--- src/rtl/fcs_pkg.sv ---
// Package: shared codes, register offsets and status bit positions for the
// flash program command sequencer. Assumes byte-wide command codes.
package fcs_pkg;
    localparam logic [7:0] CMD_PROG = 8'h20;
    localparam logic [1:0] OFF_DIV  = 2'd0;
    localparam logic [1:0] OFF_PROT = 2'd1;
    localparam logic [1:0] OFF_CMD  = 2'd2;
    localparam logic [1:0] OFF_STAT = 2'd3;
    localparam int ST_CBE = 7;
    localparam int ST_CC  = 6;
    localparam int ST_PV  = 5;
    localparam int ST_AE  = 4;

    typedef enum logic [1:0] {
        SEQ_IDLE = 2'd0,
        SEQ_DATA = 2'd1,
        SEQ_CMD  = 2'd2
    } seq_state_t;
endpackage

--- src/rtl/fcs_cmd_decode.sv ---
// Command decoder: tracks the data/command/launch write sequence, owns the
// divider, protection limit and both fault flags, and issues queue pushes.
// Assumes the bus delivers at most one write per cycle and DW >= 8.
module fcs_cmd_decode #(
    parameter int AW    = 8,
    parameter int DW    = 16,
    parameter int DIV_W = 6,
    localparam int WA   = AW - 1
) (
    input  logic             clk,
    input  logic             rst_n,
    input  logic             we,
    input  logic             arr,
    input  logic [AW-1:0]    addr,
    input  logic [DW-1:0]    wdata,
    input  logic             buf_free,
    output logic             push,
    output logic [WA-1:0]    push_addr,
    output logic [DW-1:0]    push_data,
    output logic             acc_err,
    output logic             pviol,
    output logic             div_loaded,
    output logic [DIV_W-1:0] div_val
);
    import fcs_pkg::*;

    seq_state_t    seq;
    logic [WA-1:0] lat_addr;
    logic [DW-1:0] lat_data;
    logic [WA-1:0] prot_lim;
    logic          reg_wr, arr_wr, blocked, launch_req, launch_ok, in_prot;
    logic [1:0]    off;

    // Decode the current bus write and decide whether a launch is legal.
    always_comb begin
        reg_wr     = we && !arr;
        arr_wr     = we && arr;
        off        = addr[1:0];
        blocked    = !div_loaded || acc_err || pviol;
        launch_req = reg_wr && (off == OFF_STAT) && wdata[ST_CBE];
        in_prot    = lat_addr < prot_lim;
        launch_ok  = launch_req && !blocked && (seq == SEQ_CMD);
        push       = launch_ok && !in_prot;
    end

    assign push_addr = lat_addr;
    assign push_data = lat_data;

    // Register writes, sequence state and fault flags (later writes win).
    always_ff @(posedge clk) begin
        if (!rst_n) begin
            seq        <= SEQ_IDLE;
            lat_addr   <= '0;
            lat_data   <= '0;
            prot_lim   <= '0;
            acc_err    <= 1'b0;
            pviol      <= 1'b0;
            div_loaded <= 1'b0;
            div_val    <= '0;
        end else begin
            if (reg_wr && off == OFF_DIV) begin
                div_val    <= wdata[DIV_W-1:0];
                div_loaded <= 1'b1;
            end
            if (reg_wr && off == OFF_PROT)
                prot_lim <= wdata[WA-1:0];
            if (reg_wr && off == OFF_STAT) begin
                if (wdata[ST_PV]) pviol   <= 1'b0;
                if (wdata[ST_AE]) acc_err <= 1'b0;
            end
            if (arr_wr) begin
                if (blocked || seq != SEQ_IDLE || !buf_free || addr[0]) begin
                    acc_err <= 1'b1;
                    seq     <= SEQ_IDLE;
                end else begin
                    lat_addr <= addr[AW-1:1];
                    lat_data <= wdata;
                    seq      <= SEQ_DATA;
                end
            end
            if (reg_wr && off == OFF_CMD) begin
                if (blocked || seq != SEQ_DATA || wdata[7:0] != CMD_PROG) begin
                    acc_err <= 1'b1;
                    seq     <= SEQ_IDLE;
                end else begin
                    seq <= SEQ_CMD;
                end
            end
            if (launch_req) begin
                seq <= SEQ_IDLE;
                if (!launch_ok)   acc_err <= 1'b1;
                else if (in_prot) pviol   <= 1'b1;
            end
        end
    end
endmodule

--- src/rtl/fcs_burst_fifo.sv ---
// Burst queue: DEPTH entries of word address and data. The head entry stays
// in place while it is programmed and is retired by pop. Exposes the row of
// the head and of the entry behind it. Assumes no push when full.
module fcs_burst_fifo #(
    parameter int DEPTH = 2,
    parameter int AWD   = 7,
    parameter int DW    = 16,
    parameter int ROWB  = 3,
    localparam int PW   = (DEPTH > 1) ? $clog2(DEPTH) : 1,
    localparam int CW   = $clog2(DEPTH + 1),
    localparam int RW   = AWD - ROWB
) (
    input  logic           clk,
    input  logic           rst_n,
    input  logic           push,
    input  logic [AWD-1:0] push_addr,
    input  logic [DW-1:0]  push_data,
    input  logic           pop,
    output logic [AWD-1:0] head_addr,
    output logic [DW-1:0]  head_data,
    output logic [RW-1:0]  head_row,
    output logic [RW-1:0]  next_row,
    output logic [CW-1:0]  count
);
    logic [AWD-1:0] a_mem [DEPTH];
    logic [DW-1:0]  d_mem [DEPTH];
    logic [PW-1:0]  rd, wr;

    function automatic logic [PW-1:0] inc(input logic [PW-1:0] p);
        return (p == PW'(DEPTH - 1)) ? '0 : p + 1'b1;
    endfunction

    // Present the head entry and the row of the entry queued behind it.
    always_comb begin
        head_addr = a_mem[rd];
        head_data = d_mem[rd];
        head_row  = a_mem[rd][AWD-1:ROWB];
        next_row  = a_mem[inc(rd)][AWD-1:ROWB];
    end

    // Store pushed entries.
    always_ff @(posedge clk) begin
        if (push) begin
            a_mem[wr] <= push_addr;
            d_mem[wr] <= push_data;
        end
    end

    // Move the pointers and the occupancy count.
    always_ff @(posedge clk) begin
        if (!rst_n) begin
            rd    <= '0;
            wr    <= '0;
            count <= '0;
        end else begin
            if (push) wr <= inc(wr);
            if (pop)  rd <= inc(rd);
            case ({push, pop})
                2'b10:   count <= count + 1'b1;
                2'b01:   count <= count - 1'b1;
                default: count <= count;
            endcase
        end
    end
endmodule

--- src/rtl/fcs_prog_engine.sv ---
// Program engine: starts the head entry when idle, retires it on done and
// decides whether high voltage stays on for the next queued entry.
// Assumes done arrives only while busy.
module fcs_prog_engine #(
    parameter int DEPTH = 2,
    parameter int RW    = 4,
    localparam int CW   = $clog2(DEPTH + 1)
) (
    input  logic          clk,
    input  logic          rst_n,
    input  logic [CW-1:0] count,
    input  logic [RW-1:0] head_row,
    input  logic [RW-1:0] next_row,
    input  logic          done,
    output logic          stb,
    output logic          ramp,
    output logic          pop,
    output logic          hv_en
);
    logic busy, keep;

    // Start, retire and keep-high decisions.
    always_comb begin
        stb  = !busy && (count != '0);
        ramp = !hv_en;
        pop  = busy && done;
        keep = (count > CW'(1)) && (next_row == head_row);
    end

    // Busy state and high-voltage enable.
    always_ff @(posedge clk) begin
        if (!rst_n) begin
            busy  <= 1'b0;
            hv_en <= 1'b0;
        end else if (stb) begin
            busy  <= 1'b1;
            hv_en <= 1'b1;
        end else if (pop) begin
            busy  <= 1'b0;
            hv_en <= keep;
        end
    end
endmodule

--- src/rtl/fcs_array_stub.sv ---
// Array timing stub: signals done a fixed number of cycles after a strobe,
// with extra ramp cycles when high voltage was off. PROG_LAT must be >= 1.
module fcs_array_stub #(
    parameter int PROG_LAT = 4,
    parameter int RAMP_LAT = 6,
    localparam int TW = $clog2(PROG_LAT + RAMP_LAT + 1)
) (
    input  logic clk,
    input  logic rst_n,
    input  logic stb,
    input  logic ramp,
    output logic done
);
    logic [TW-1:0] cnt;

    assign done = (cnt == TW'(1));

    // Latency down-counter.
    always_ff @(posedge clk) begin
        if (!rst_n)             cnt <= '0;
        else if (stb)           cnt <= ramp ? TW'(PROG_LAT + RAMP_LAT) : TW'(PROG_LAT);
        else if (cnt != '0)     cnt <= cnt - 1'b1;
    end
endmodule

--- src/rtl/flash_burst_seq.sv ---
// Top: flash program command sequencer with a burst queue. It joins the
// decoder, the queue, the engine and the array stub, and assembles the status
// byte. Assumes a synchronous active-low reset and one bus write per cycle.
module flash_burst_seq #(
    parameter int AW       = 8,
    parameter int DW       = 16,
    parameter int DIV_W    = 6,
    parameter int DEPTH    = 2,
    parameter int ROWB     = 3,
    parameter int PROG_LAT = 4,
    parameter int RAMP_LAT = 6,
    localparam int WA      = AW - 1,
    localparam int CW      = $clog2(DEPTH + 1),
    localparam int RW      = WA - ROWB
) (
    input  logic             clk,
    input  logic             rst_n,
    input  logic             bus_we,
    input  logic             bus_arr,
    input  logic [AW-1:0]    bus_addr,
    input  logic [DW-1:0]    bus_wdata,
    output logic [7:0]       stat_o,
    output logic [DIV_W:0]   div_o,
    output logic             hv_en,
    output logic             pgm_stb,
    output logic [WA-1:0]    pgm_addr,
    output logic [DW-1:0]    pgm_data
);
    logic             push, pop, done, ramp, acc_err, pviol, div_loaded;
    logic [WA-1:0]    push_addr;
    logic [DW-1:0]    push_data;
    logic [DIV_W-1:0] div_val;
    logic [RW-1:0]    head_row, next_row;
    logic [CW-1:0]    fifo_cnt;

    fcs_cmd_decode #(.AW(AW), .DW(DW), .DIV_W(DIV_W)) u_dec (
        .clk(clk), .rst_n(rst_n), .we(bus_we), .arr(bus_arr), .addr(bus_addr),
        .wdata(bus_wdata), .buf_free(fifo_cnt < CW'(DEPTH)), .push(push),
        .push_addr(push_addr), .push_data(push_data), .acc_err(acc_err),
        .pviol(pviol), .div_loaded(div_loaded), .div_val(div_val)
    );

    fcs_burst_fifo #(.DEPTH(DEPTH), .AWD(WA), .DW(DW), .ROWB(ROWB)) u_fifo (
        .clk(clk), .rst_n(rst_n), .push(push), .push_addr(push_addr),
        .push_data(push_data), .pop(pop), .head_addr(pgm_addr),
        .head_data(pgm_data), .head_row(head_row), .next_row(next_row),
        .count(fifo_cnt)
    );

    fcs_prog_engine #(.DEPTH(DEPTH), .RW(RW)) u_eng (
        .clk(clk), .rst_n(rst_n), .count(fifo_cnt), .head_row(head_row),
        .next_row(next_row), .done(done), .stb(pgm_stb), .ramp(ramp),
        .pop(pop), .hv_en(hv_en)
    );

    fcs_array_stub #(.PROG_LAT(PROG_LAT), .RAMP_LAT(RAMP_LAT)) u_arr (
        .clk(clk), .rst_n(rst_n), .stb(pgm_stb), .ramp(ramp), .done(done)
    );

    // Status and divider views.
    always_comb begin
        stat_o = {(fifo_cnt < CW'(DEPTH)), (fifo_cnt == '0), pviol, acc_err, 4'b0000};
        div_o  = {div_loaded, div_val};
    end
endmodule

--- config.mk ---
export PLATFORM = sky130hd
export DESIGN_NAME = flash_burst_seq
export DESIGN_NICKNAME = d
export VERILOG_FILES = /design/src/rtl/fcs_pkg.sv /design/src/rtl/fcs_cmd_decode.sv /design/src/rtl/fcs_burst_fifo.sv /design/src/rtl/fcs_prog_engine.sv /design/src/rtl/fcs_array_stub.sv /design/src/rtl/flash_burst_seq.sv
export SDC_FILE = /design/constraint.sdc
export NUM_CORES = 1
export LEC_CHECK = 0
export ABC_AREA = 1
export BUFFER_PORTS_ARGS = -buffer_cell sky130_fd_sc_hd__buf_2
export CAP_MARGIN = 0
export CORE_MARGIN = 10
export CORE_UTILIZATION = 31
export CTS_CLUSTER_SIZE = 10
export DETAILED_ROUTE_END_ITERATION = 7
export HOLD_SLACK_MARGIN = 0.06
export PLACE_DENSITY = 0.58
export SLEW_MARGIN = 20
export SYNTH_ARGS = -nofsm -noshare
export SYNTH_HDL_FRONTEND = slang
export SYNTH_SLANG_ARGS = --single-unit
--- constraint.sdc ---
create_clock -name clk -period 3.88 [get_ports clk]
set_input_delay 0.194 -clock clk [delete_from_list [all_inputs] [get_ports clk]]
set_output_delay 0.194 -clock clk [all_outputs]
set_load 0.01 [all_outputs]
**Yosys cells after proc, flatten, opt, wreduce, memory -nomap -nowiden**

Memories as Yosys holds them, arrays and structs flattened. A register that Yosys moved wholly into a read port is not among the register bits.
Index checks and enable logic that the tools add are counted.

- Add/sub/neg operators: 5
- Magnitude comparators: 3
- Equal/unequal tests: 10
- Mux-type cells: 33
- Bitwise gates (word level): 2
- Reduce and logical (&&, ||, !) cells: 37

Operators by type and width:

| operator | count |
|---|---|
| 1-bit 2-to-1 mux | 26 |
| 1-bit logical AND | 13 |
| 4-bit 2-to-1 mux | 3 |
| 2-bit nonzero test | 6 |
| 2-bit == test (second input constant) | 4 |
| 8-bit by 6-bit != test with 1-bit output (second input constant) | 1 |
| 1-bit logical OR | 7 |
| 7-bit < comparator | 1 |
| 1-bit zero test | 6 |
| 2-bit 2-to-1 mux | 3 |
| 2-bit by 1-bit == test with 1-bit output (second input constant) | 2 |
| 4-bit by 1-bit == test with 1-bit output (second input constant) | 1 |
| 4-bit == test | 1 |
| 2-bit zero test | 2 |
| 2-bit one-hot mux with 2 select lines | 1 |
| 4-bit nonzero test | 1 |
| 4-bit by 1-bit subtractor with 4-bit output (second input constant) | 1 |
| 1-bit adder (second input constant) | 2 |
| 2-bit by 1-bit adder with 2-bit output (second input constant) | 1 |
| 2-bit by 1-bit > comparator with 1-bit output (second input constant) | 1 |
| 2-bit < comparator (second input constant) | 1 |
| 2-bit by 1-bit != test with 1-bit output (second input constant) | 1 |
| 1-bit NOT | 2 |
| 2-bit AND reduction | 1 |
| other kinds (2) | 2 |

- Register bits after elaboration: 51
- Memory bits (writable): 46
- Input port bits: 28
- Output and inout bits: 40
- Logic and storage cells: 106
- Memories: 2

Memory list:

| name | words | width | read ports | clocked after Yosys merged registers in | wr ports | line | source |
|---|---|---|---|---|---|---|---|
| u_fifo.d_mem | 2 | 16 | 1 | 1 | 1 | fcs_burst_fifo.sv:26 | `logic [DW-1:0] d_mem [DEPTH];` |
| u_fifo.a_mem | 2 | 7 | 2 | 1 | 1 | fcs_burst_fifo.sv:25 | `logic [AWD-1:0] a_mem [DEPTH];` |

**Logic depth before layout (Yosys ltp)**

Gate-level depths: netlist of run 1.

- Depth in word-level cells: 12
- Depth in mapped cells: 11
- Gate-level depth less buffers: 11

**Cells and area by module**

A second synthesis of run 1 with hierarchy kept.

- Cell total of the unflattened synthesis: 449
- Area total of the unflattened synthesis: 4339.2 um^2

By module, submodules not included:

| module | times used | cells each | area each (um^2) | sequential area each (um^2) |
|---|---|---|---|---|
| fcs_burst_fifo | 1 | 125 | 2018.2 | 1481.4 |
| fcs_cmd_decode | 1 | 241 | 1808.0 | 820.8 |
| fcs_array_stub | 1 | 36 | 262.8 | 80.1 |
| fcs_prog_engine | 1 | 37 | 186.4 | 40.0 |
| flash_burst_seq | 1 | 10 | 63.8 | 0.0 |

**Worst setup path after synthesis of run 1**

No wires, ideal clock.

- Kind: reg-to-reg
- Start: reg u_dec.prot_lim[6]
- End: mem u_fifo.a_mem[0][0] (enable)
- Setup time: 0.403 ns
- Data arrival time: 1.977 ns
- Data required time: 3.477 ns
- Slack: 1.500 ns
- Cell stages (with the launch flop): 9
- Path buffers: 0
- Clock period less this slack: 2.380 ns
- Cells stage by stage: dfxtp_1 -> inv_1 -> ha_1 -> nand2_1 -> a21oi_1 -> nor2_1 -> nand2_1 -> nand2_1 -> nor2_1

- Cells in the longest elaborated chain, start to end: 5

RTL lines:

| what | line | source |
|---|---|---|
| start, declared | fcs_cmd_decode.sv:30 | `logic [WA-1:0] prot_lim;` |
| start signal, assigned | fcs_cmd_decode.sv:66 | `prot_lim <= wdata[WA-1:0];` |
| 7-bit < comparator | fcs_cmd_decode.sv:41 | `in_prot = lat_addr < prot_lim;` |
| 1-bit zero test | fcs_cmd_decode.sv:43 | `push = launch_ok && !in_prot;` |
| 1-bit logical AND | fcs_cmd_decode.sv:43 |  |
| 1-bit 2-to-1 mux | fcs_burst_fifo.sv:43 | `if (push) begin` |
| 1-bit 2-to-1 mux (not written as such) | fcs_burst_fifo.sv:44 | `a_mem[wr] <= push_addr;` |
| end, declared | fcs_burst_fifo.sv:25 |  |

No other way between the ends.

**Final worst setup path of run 1**

- Start: reg u_dec.lat_addr[6], in the netlist u_dec.push_addr[6]
- End: mem u_fifo.a_mem[1][3] (enable)

- Cells in the longest elaborated chain, start to end: 5

RTL lines:

| what | line | source |
|---|---|---|
| start, declared | fcs_cmd_decode.sv:28 | `logic [WA-1:0] lat_addr;` |
| start signal, assigned | fcs_cmd_decode.sv:76 | `lat_addr <= addr[AW-1:1];` |
| 7-bit < comparator | fcs_cmd_decode.sv:41 |  |
| 1-bit zero test | fcs_cmd_decode.sv:43 |  |
| 1-bit logical AND | fcs_cmd_decode.sv:43 |  |
| 1-bit 2-to-1 mux | fcs_burst_fifo.sv:43 |  |
| 1-bit 2-to-1 mux (not written as such) | fcs_burst_fifo.sv:44 |  |

No other way between the ends.

==> results of run 1 <==
-- where the power goes --
group | internal [mW] | switching [mW]
combinational | 0.0706 | 0.0975
sequential | 1.10 | 0.0197
clock | 0.519 | 0.410
total | 1.69 | 0.527
-- logic make-up (layout without fill, tap and decap cells) --
logic type	after synthesis	after routing	share of synthesized area (%)
compound gates	91	91	11.1
xor+xnor	4	4	0.829
fa+ha+maj	12	12	3.55
buf+inv	83	141	9.05
flops	98	98	57.3
other cells	1	4	0.0887
simple gates	184	184	18.1
-- sequential cells by signal, indices dropped and copies added (netlist names), 2 cells and up, named ones only --
name / cells
u_dec.seq: 2
u_arr.cnt: 4
u_dec.div_val: 6
u_fifo.d_mem: 32
u_fifo.a_mem: 14
u_dec.push_addr: 7
u_dec.push_data: 16
u_fifo.count: 2
u_dec.prot_lim: 7
-- final timing paths --
path / endpoint / slack (ns) / cells past startpoint
setup / recovery: u_fifo.a_mem[1][3] / 1.66 / 7
hold / removal: u_dec.push_data[8] / 0.12 / 3
hold reg to reg: u_dec.prot_lim[0] / 0.45 / 2
setup reg to reg: u_fifo.a_mem[1][3] / 1.66 / 7
-- routing by layer --
layer	routed length (um)	track usage, %	up-vias
met5	0	0	-
li1	-	-	1625
met4	233	5.27	0
met2	4280	16.7	71
met3	468	2.16	16
met1	4310	12.3	1419
-- layout make-up --
| cell class | count | area (um2) | area share [%] |
|---|---|---|---|
| clock buffers | 9 | 225 | 4.54 |
| clock inverters | 7 | 95.1 | 1.92 |
| inverters | 60 | 225 | 4.54 |
| multi-input cells | 295 | 1440 | 29.0 |
| flip-flops and latches | 98 | 2420 | 48.9 |
| well taps | 176 | 220 | 4.44 |
| repair buffers | 65 | 330 | 6.66 |
-- through the flow --
step	instances	hold WS, ns	setup slack, ns	area [um2]	power (mW)
after global routing	710	0.135	1.48	4960	2.30
after detailed placement	694	0.439	1.67	4640	1.31
after CTS	710	0.114	1.64	4960	2.23
after floorplan	476	0.337	1.50	4240	1.26
after global placement	694	0.433	1.71	4640	1.30
final	710	0.123	1.66	4960	2.21
-- tightest hold or removal path, stage by stage --
cell and delay [ns]:
buf_2 0.07, o21ai_1 0.06, a21oi_1 0.11
-- Yosys cell counts, drive strengths merged --
cell type / number
clkbuf: 5
dfxtp: 52
o21ai: 41
xor2: 3
clkinv: 1
nand2: 129
conb: 1
edfxtp: 46
ha: 12
a21o: 1
and3: 1
nor2: 40
nor3b: 1
buf: 18
a211oi: 2
nor3: 2
nand4: 1
o211ai: 1
inv: 59
nand3b: 3
a21oi: 46
xnor2: 1
nand3: 7
==> flow_metrics.tcl, run 1 <==
set metrics [dict create \
    status "finished clean" \
    cts_buffers 9 \
    root_buffer "clkbuf_16" \
    critPathArrivalTime_ns 2.18 \
    drt-initial-drc-count 140 \
    final_nets 569 \
    drt_wl_total_um 9290 \
    ant_nets 0 \
    cp-startpoint "u_dec.push_addr[6]" \
    power_leakage_nw 2.13 \
    p_per_area_nw_per_um2 446 \
    synthesis.instances 473 \
    cp.required_ns 3.84 \
    synthTopCellsByArea "edfxtp_1, dfxtp_1, nand2_1" \
    cpLargestDelayFamily "buffers and inverters" \
    grt_overflow_total 0 \
    avgRoutedWirePerCell_um 13.1 \
    min_from "bus_wdata[8]" \
    fmax_mhz 451 \
    drt_first_pass_iters 4 \
    slew_violations 0 \
    viasPerCell 4.41 \
    finalSetupViolCount 0 \
    vias 3131 \
    pin_count 68 \
    cts_setup_buffers 0 \
    diodes 0 \
    period_minus_slack_ns 2.22 \
    synth_area_per_cell_um2 8.94 \
    cts_tree "yes" \
    post-route-util_pct 37.3 \
    dieArea_um2 18700 \
    fin_crit_sh_pct 57.1 \
    die_w_um 137 \
    grt_pass1_vias 3083 \
    crit_chain "ha_1 > nand2_1 > a21oi_1 > nor2_1 > nand2_1 > nand3_1 > inv_1" \
    max_stage_delay_ns 0.72 \
    layout_commonest_cell "nand2_1" \
    port_buffers 63 \
    drc 0 \
    yosysSeqAreaShare_pct 57.3 \
    endpoint_kind "register" \
    start_util_pct 31.8 \
    cts_buffer_depth 2 \
    ys_ff_latch 98 \
    hp-class "primary input to register" \
    track_usage_pct 10.2 \
    tightest_slew_ns 0.961 \
    crit_type "register to register" \
    grt_pass1_wl_um 15100 \
    post-dp-hpwl_um 6640 \
    ctsResizeCount 0 \
    ir_worst_vdd_uv 223 \
    grt_max_degree 48 \
    hold_viol 0 \
    crit_top_cell "nand2_1" \
    relSlewSlack_pct 35.9 \
    rows 42 \
    drive_gt1_share_pct 17.2 \
    core_um2 13300 \
    place.gp.congestion 0.732 \
    antenna_found_initial 0 \
    yosysWarnings 0 \
    yosys.cell_types.count 34 \
    h-tree-depth 3 \
    setup_tns_ns 0 \
    startpoint_type "register" \
    n_fill_cell 1353 \
    dieHeight_um 137 \
    syn_area_um2 4230 \
    cp_max_fo 23 \
    clock_sinks 98 \
    final_cell_mix "nand2_1, buf_2, inv_1" \
    clk_pin_slew_ns 0.07 \
    cap_violations 0 \
    ctsHoldBuffers 0 \
    slowest_stage "inv_1" \
    timing.rr.start "u_dec.push_addr[6]" \
    synth.largest_area_cell "edfxtp_1" \
    finClkSkew_ns 0.00726 \
    area_delta_synth_final_pct 17.2 \
    path_buf_inv 1 \
    rsz0062_at_grt "false" \
    yosysTopAreaCellShare_pct 32.7 \
    clkLatencyLatePin_ns 0.34 \
]
(Power assumes the default switching activity.)
==> run 2: changes to the inputs <==
==> constraint.sdc (replaced) <==
create_clock -name clk -period 2.2 [get_ports clk]
set_input_delay 0.11 -clock clk [delete_from_list [all_inputs] [get_ports clk]]
set_output_delay 0.11 -clock clk [all_outputs]
set_load 0.01 [all_outputs]
==> run 2 against run 1 <==
Highest routed layer unchanged. Maximum frequency up 22%. Sequential share of layout area down 1.4 points. Routed wire length up 0.54%. Worst hold slack worse by 0.055 ns. Clock skew up 0.0015 ns. Critical endpoint is now u_fifo.count[1]. Critical path depth up 2. Combinational power up 85%. Via count up 1.8%. Power up 80%. Flip-flop and latch count unchanged. Largest power group unchanged.
==> flow_metrics.tcl, run 2 (same netlist as run 1, synthesis figures left out) <==
set metrics [dict create \
    status "finished clean" \
    cap_violations 0 \
    crit_type "register to register" \
    cts_buffers 9 \
    port_buffers 63 \
    path_buf_inv 1 \
    cp_max_fo 4 \
    drt_first_pass_iters 4 \
    ir_worst_vdd_uv 364 \
    viasPerCell 4.42 \
    critPathArrivalTime_ns 2.10 \
    avgRoutedWirePerCell_um 12.9 \
    rows 42 \
    rsz0062_at_grt "false" \
    core_um2 13300 \
    area_delta_synth_final_pct 20.6 \
    h-tree-depth 3 \
    final_cell_mix "nand2_1, buf_2, inv_1" \
    dieHeight_um 137 \
    setup_tns_ns 0 \
    dieArea_um2 18700 \
    cts_setup_buffers 0 \
    setup_slack_ns 0.389 \
    drive_gt1_share_pct 17.4 \
    layout_commonest_cell "nand2_1" \
    cts_tree "yes" \
    place.gp.congestion 0.757 \
    cpLargestDelayFamily "adder cells" \
    power_leakage_nw 2.19 \
    grt_pass1_wl_um 15200 \
    clock_sinks 98 \
    crit_chain "ha_1 > a21o_1 > nor2_1 > nand2_1 > nand2_1 > ha_1 > a21oi_1 > o21ai_0 > inv_1" \
    antenna_found_initial 0 \
    regMostFlops "u_fifo.d_mem" \
    period_minus_slack_ns 1.81 \
    cp.required_ns 2.49 \
    post-route-util_pct 38.4 \
    diodes 0 \
    n_fill_cell 1335 \
    hp-class "primary input to register" \
    slowest_stage "dfxtp_1" \
    final_nets 580 \
    drt_wl_total_um 9340 \
    start_util_pct 31.8 \
    pin_count 68 \
    grt_pass1_vias 3058 \
    dpl_worst_slack_ns 0.392 \
    fin_crit_sh_pct 82.3 \
    finalSetupViolCount 0 \
    regArea_um2 2420 \
    clk_pin_slew_ns 0.07 \
    root_buffer "clkbuf_16" \
    slew_violations 0 \
    p_per_area_nw_per_um2 781 \
    startpoint_type "register" \
    endpoint_kind "register" \
    grt_max_degree 44 \
    drt-initial-drc-count 221 \
    fmax_mhz 552 \
    clkLatencyLatePin_ns 0.34 \
    ant_nets 0 \
    grt_overflow_total 0 \
    vias 3186 \
    post-dp-hpwl_um 6720 \
    die_w_um 137 \
    multi_input_area_um2 1440 \
    finClkSkew_ns 0.00876 \
    drc 0 \
    hold_viol 0 \
    largest_register_ffs 32 \
    max_stage_delay_ns 0.34 \
    cts_buffer_depth 2 \
    track_usage_pct 10.3 \
]
[run 2: through the flow]
step / power [mW] / instances / instance area [um2] / hold WS, ns
2_1_floorplan: 2.22 / 476 / 4240 / 0.253
3_3_place_gp: 2.30 / 698 / 4700 / 0.376
3_5_place_dp: 2.31 / 698 / 4700 / 0.392
4_1_cts: 4.02 / 721 / 5100 / 0.0605
5_1_grt: 4.15 / 721 / 5100 / 0.0700
6_report: 3.98 / 721 / 5100 / 0.0679
[run 2: timing repair]
item                                   in CTS  in global routing
resized for setup                           0                  0
setup endpoints to repair                   0                  0
endpoints found under the hold margin       7                  0
hold buffers                                7                  0
[run 2: worst paths after layout]
check                   endpoint          startpoint  slack [ns]  cells past startpoint
min          u_dec.push_data[12]       bus_wdata[12]        0.07                      3
max reg2reg      u_fifo.count[1]  u_dec.push_addr[6]        0.39                      9
min reg2reg    u_dec.prot_lim[0]   u_dec.prot_lim[0]        0.45                      2
max              u_fifo.count[1]  u_dec.push_addr[6]        0.39                      9
[run 2: layer usage]
| layer | GRT usage (%) | wire length [um] | vias up |
|---|---|---|---|
| li1 | - | - | 1652 |
| met1 | 12.4 | 4290 | 1456 |
| met2 | 17.0 | 4420 | 69 |
| met3 | 2.79 | 467 | 9 |
| met4 | 4.39 | 165 | 0 |
| met5 | 0 | 0 | - |
[run 2: layout make-up]
class / instances / share of cell area (%)
clock buffer: 10 / 4.49
clock inverter: 6 / 1.91
inverter: 60 / 4.42
multi-input combinational: 295 / 28.2
sequential: 98 / 47.5
tap: 176 / 4.32
timing repair buffer: 76 / 9.18
[run 2: power by group]
group          switching, mW  internal, mW
logic                  0.177         0.133
clock network          0.687          1.01
registers             0.0366          1.93
[run 2: worst register-to-register path: stages, from the launching register on]
cell     delay, ns
dfxtp_1       0.34
ha_1          0.31
a21o_1        0.18
nor2_1        0.14
nand2_1       0.11
nand2_1       0.11
ha_1          0.27
a21oi_1       0.15
o21ai_0       0.10
inv_1         0.05
==> run 3: changes to the inputs <==
--- a/config.mk
+++ b/config.mk
@@ -5,7 +5,7 @@
 export SDC_FILE = /design/constraint.sdc
 export NUM_CORES = 1
 export LEC_CHECK = 0
-export ABC_AREA = 1
+export ABC_AREA = 0
 export BUFFER_PORTS_ARGS = -buffer_cell sky130_fd_sc_hd__buf_2
 export CAP_MARGIN = 0
 export CORE_MARGIN = 10
@@ -13,7 +13,7 @@
 export CTS_CLUSTER_SIZE = 10
 export DETAILED_ROUTE_END_ITERATION = 7
 export HOLD_SLACK_MARGIN = 0.06
-export PLACE_DENSITY = 0.58
+export PLACE_DENSITY = 0.6
 export SLEW_MARGIN = 20
 export SYNTH_ARGS = -nofsm -noshare
 export SYNTH_HDL_FRONTEND = slang
==> constraint.sdc (replaced) <==
create_clock -name clk -period 1.6 [get_ports clk]
set_input_delay 0.08 -clock clk [delete_from_list [all_inputs] [get_ports clk]]
set_output_delay 0.08 -clock clk [all_outputs]
set_load 0.01 [all_outputs]
==> run 3 against run 2 <==
The run now ends with negative setup slack left. Clock skew is 0.0015 ns lower. Routed wire length up 4.9%. Final area rose by 11%. Combinational power up 99%. Worst hold slack improved by 0.0039 ns. Sequential power increased by 38%. Area after synthesis down 4.5%. Critical path depth stayed put. Register-to-register slack got worse by 0.64 ns. Clock-buffer cell count rose by 3. Critical path type unchanged. Largest cell class unchanged. Largest power group unchanged.
==> flow_metrics.tcl, run 3 <==
set metrics [dict create \
    status "finished with violations" \
    violations "negative setup slack" \
    ant_nets 0 \
    regMostFlops "u_fifo.d_mem" \
    vias 2924 \
    yosysMostFrequentCell "nand2_1" \
    slew_violations 0 \
    finClkSkew_ns 0.00728 \
    synth-simple-area-share_pct 13.3 \
    antenna_found_initial 0 \
    grt_max_degree 30 \
    ys_ff_latch 98 \
    rsz0062_at_grt "true" \
    drive_gt1_share_pct 39.7 \
    ff2ff_path_depth 9 \
    die_w_um 134 \
    syn_area_um2 4040 \
    setup_slack_ns -0.249 \
    dieHeight_um 134 \
    largest_register_ffs 32 \
    fin_crit_sh_pct 116 \
    timing.rr.start "u_dec.prot_lim[6]" \
    diodes 0 \
    pin_count 68 \
    synth_compound_area_share_pct 6.20 \
    core_um2 12700 \
    port_buffers 63 \
    dieArea_um2 18000 \
    post-dp-hpwl_um 6900 \
    area_delta_synth_final_pct 39.7 \
    root_buffer "clkbuf_16" \
    grt_overflow_total 0 \
    power.total_mw 5.62 \
    yosysSeqAreaShare_pct 60.0 \
    clk_pin_slew_ns 0.07 \
    hold_viol 0 \
    synthMuxAreaShare_pct 9.88 \
    final_nets 516 \
    clkLatencyLatePin_ns 0.34 \
    final_cell_mix "buf_2, nand2_1, edfxtp_1" \
    h-tree-depth 3 \
    cts_buffers 9 \
    ir_worst_vdd_uv 510 \
    drt_first_pass_iters 4 \
    clock_sinks 98 \
    track_usage_pct 10.8 \
    drt-initial-drc-count 142 \
    start_util_pct 31.9 \
    crit_type "register to register" \
    crit_path_end "u_fifo.d_mem[0][12]" \
    synth_area_per_cell_um2 11.4 \
    r2r_setup_slack_ns -0.25 \
    rows 41 \
    finalSetupViolCount 48 \
    cp.required_ns 1.66 \
    yosysWarnings 0 \
    hp-class "primary input to register" \
    synth_top_family_by_area "simple AND/OR/NAND/NOR gates" \
    cts_buffer_depth 2 \
    endpoint_kind "register" \
    power_leakage_nw 1.97 \
    worst_r2r_endpoint "u_fifo.d_mem[0][12]" \
    cap_violations 0 \
    synth-xor-area-share_pct 2.39 \
    synthAdderAreaFrac_pct 3.72 \
    synth.largest_area_cell "edfxtp_1" \
    yosys.cell_types.count 43 \
    p_per_area_nw_per_um2 995 \
    setup_tns_ns -11.25 \
    async_flop_share_pct 0 \
    cp_max_fo 6 \
    synth_commonest_cells "nand2_1, dfxtp_1, edfxtp_1, a21oi_1, nor2_1" \
    grt_pass1_vias 3043 \
    grt_pass1_wl_um 15400 \
    synthesis.instances 354 \
    synthTopCellsByArea "edfxtp_1, dfxtp_1, mux2_2" \
    drc 0 \
    synth_edf_count 46 \
    post-route-util_pct 44.5 \
    yosysTopAreaCellShare_pct 34.2 \
    dpl-instance-area_um2 4860 \
    avgRoutedWirePerCell_um 15.0 \
    layout_commonest_cell "buf_2" \
    cp-startpoint "u_dec.prot_lim[6]" \
    critPathArrivalTime_ns 1.91 \
    fmax_mhz 541 \
    ys.flop_type "dfxtp_1" \
    place.gp.congestion 0.799 \
    drt_wl_total_um 9800 \
    period_minus_slack_ns 1.85 \
    cts_tree "yes" \
    startpoint_type "register" \
    final_area_um2 5640 \
    viasPerCell 4.48 \
]
==> run 3: worst min-delay path by stage <==
| stage | slack, ns | start | end | cells after the start |
|---|---|---|---|---|
| 6_report | 0.07 | bus_wdata[5] | u_dec.push_data[5] | 3 |
| 3_3_place_gp | 0.32 | bus_wdata[15] | u_dec.push_data[15] | 3 |
| 4_1_cts | 0.07 | bus_wdata[5] | u_dec.push_data[5] | 3 |
| 5_1_grt | 0.08 | bus_wdata[5] | u_dec.push_data[5] | 3 |
| 3_5_place_dp | 0.33 | bus_wdata[15] | u_dec.push_data[15] | 3 |
| 2_1_floorplan | 0.22 | bus_wdata[0] | u_dec.push_data[0] | 2 |
==> run 3: metal layers <==
layer | vias to the layer above | wire [um] | global-route usage (%)
li1 | 1454 | - | -
met1 | 1388 | 4530 | 12.9
met2 | 69 | 4670 | 17.9
met3 | 13 | 450 | 3.29
met4 | 0 | 143 | 3.99
met5 | - | 0 | 0
==> run 3: stage by stage <==
stage               instances  setup WS, ns  hold WS, ns
global placement          609        -0.217        0.323
CTS                       649        -0.207       0.0651
finish                    653        -0.249       0.0717
floorplan                 357        -0.193        0.216
detailed placement        609        -0.253        0.329
global route              653        -0.332       0.0800
==> run 3: timing repair <==
item / 4_1_cts / 5_1_grt
hold buffers: 21 / 0
cloned: 0 / 1
gates resized for setup: 29 / 10
setup buffers: 3 / 3
setup endpoints to repair: 67 / 58
hold endpoints to repair: 26 / 0
pin swaps: 6 / 1
==> run 3: cell families (layout without fill, tap and decap cells) <==
kind of cell | Yosys count | after routing
other | 1 | 4
muxes | 37 | 37
xor gates and xnor gates | 11 | 11
buffers and inverters | 34 | 158
and+or+nand+nor | 117 | 117
DFF | 98 | 98
AOI/OAI and AO/OA | 44 | 44
adders and majority gates | 12 | 12
==> run 3: area by class of cell <==
cell class | instances | area (um2)
sequential | 98 | 2430
timing repair buffer | 130 | 1000
tap | 172 | 215
fill | 1210 | 7030
inverter | 12 | 45.0
clock buffer | 13 | 282
clock inverter | 3 | 43.8
multi-input combinational | 225 | 1630
==> run 3: power by group <==
group	leakage (nW)	total [mW]	switching, mW	internal (mW)
Combinational	1.06	0.618	0.308	0.309
Clock	0.161	2.28	0.889	1.40
Sequential	0.751	2.71	0.0498	2.66
==> run 3: critical path: stages (launching register included) <==
cell and delay (ns):
dfxtp_2 0.33, inv_2 0.04, ha_4 0.28, nand2_4 0.06
nor2_4 0.11, a21oi_2 0.07, nand2b_4 0.17, buf_12 0.13
nor2_4 0.18, clkbuf_16 0.19
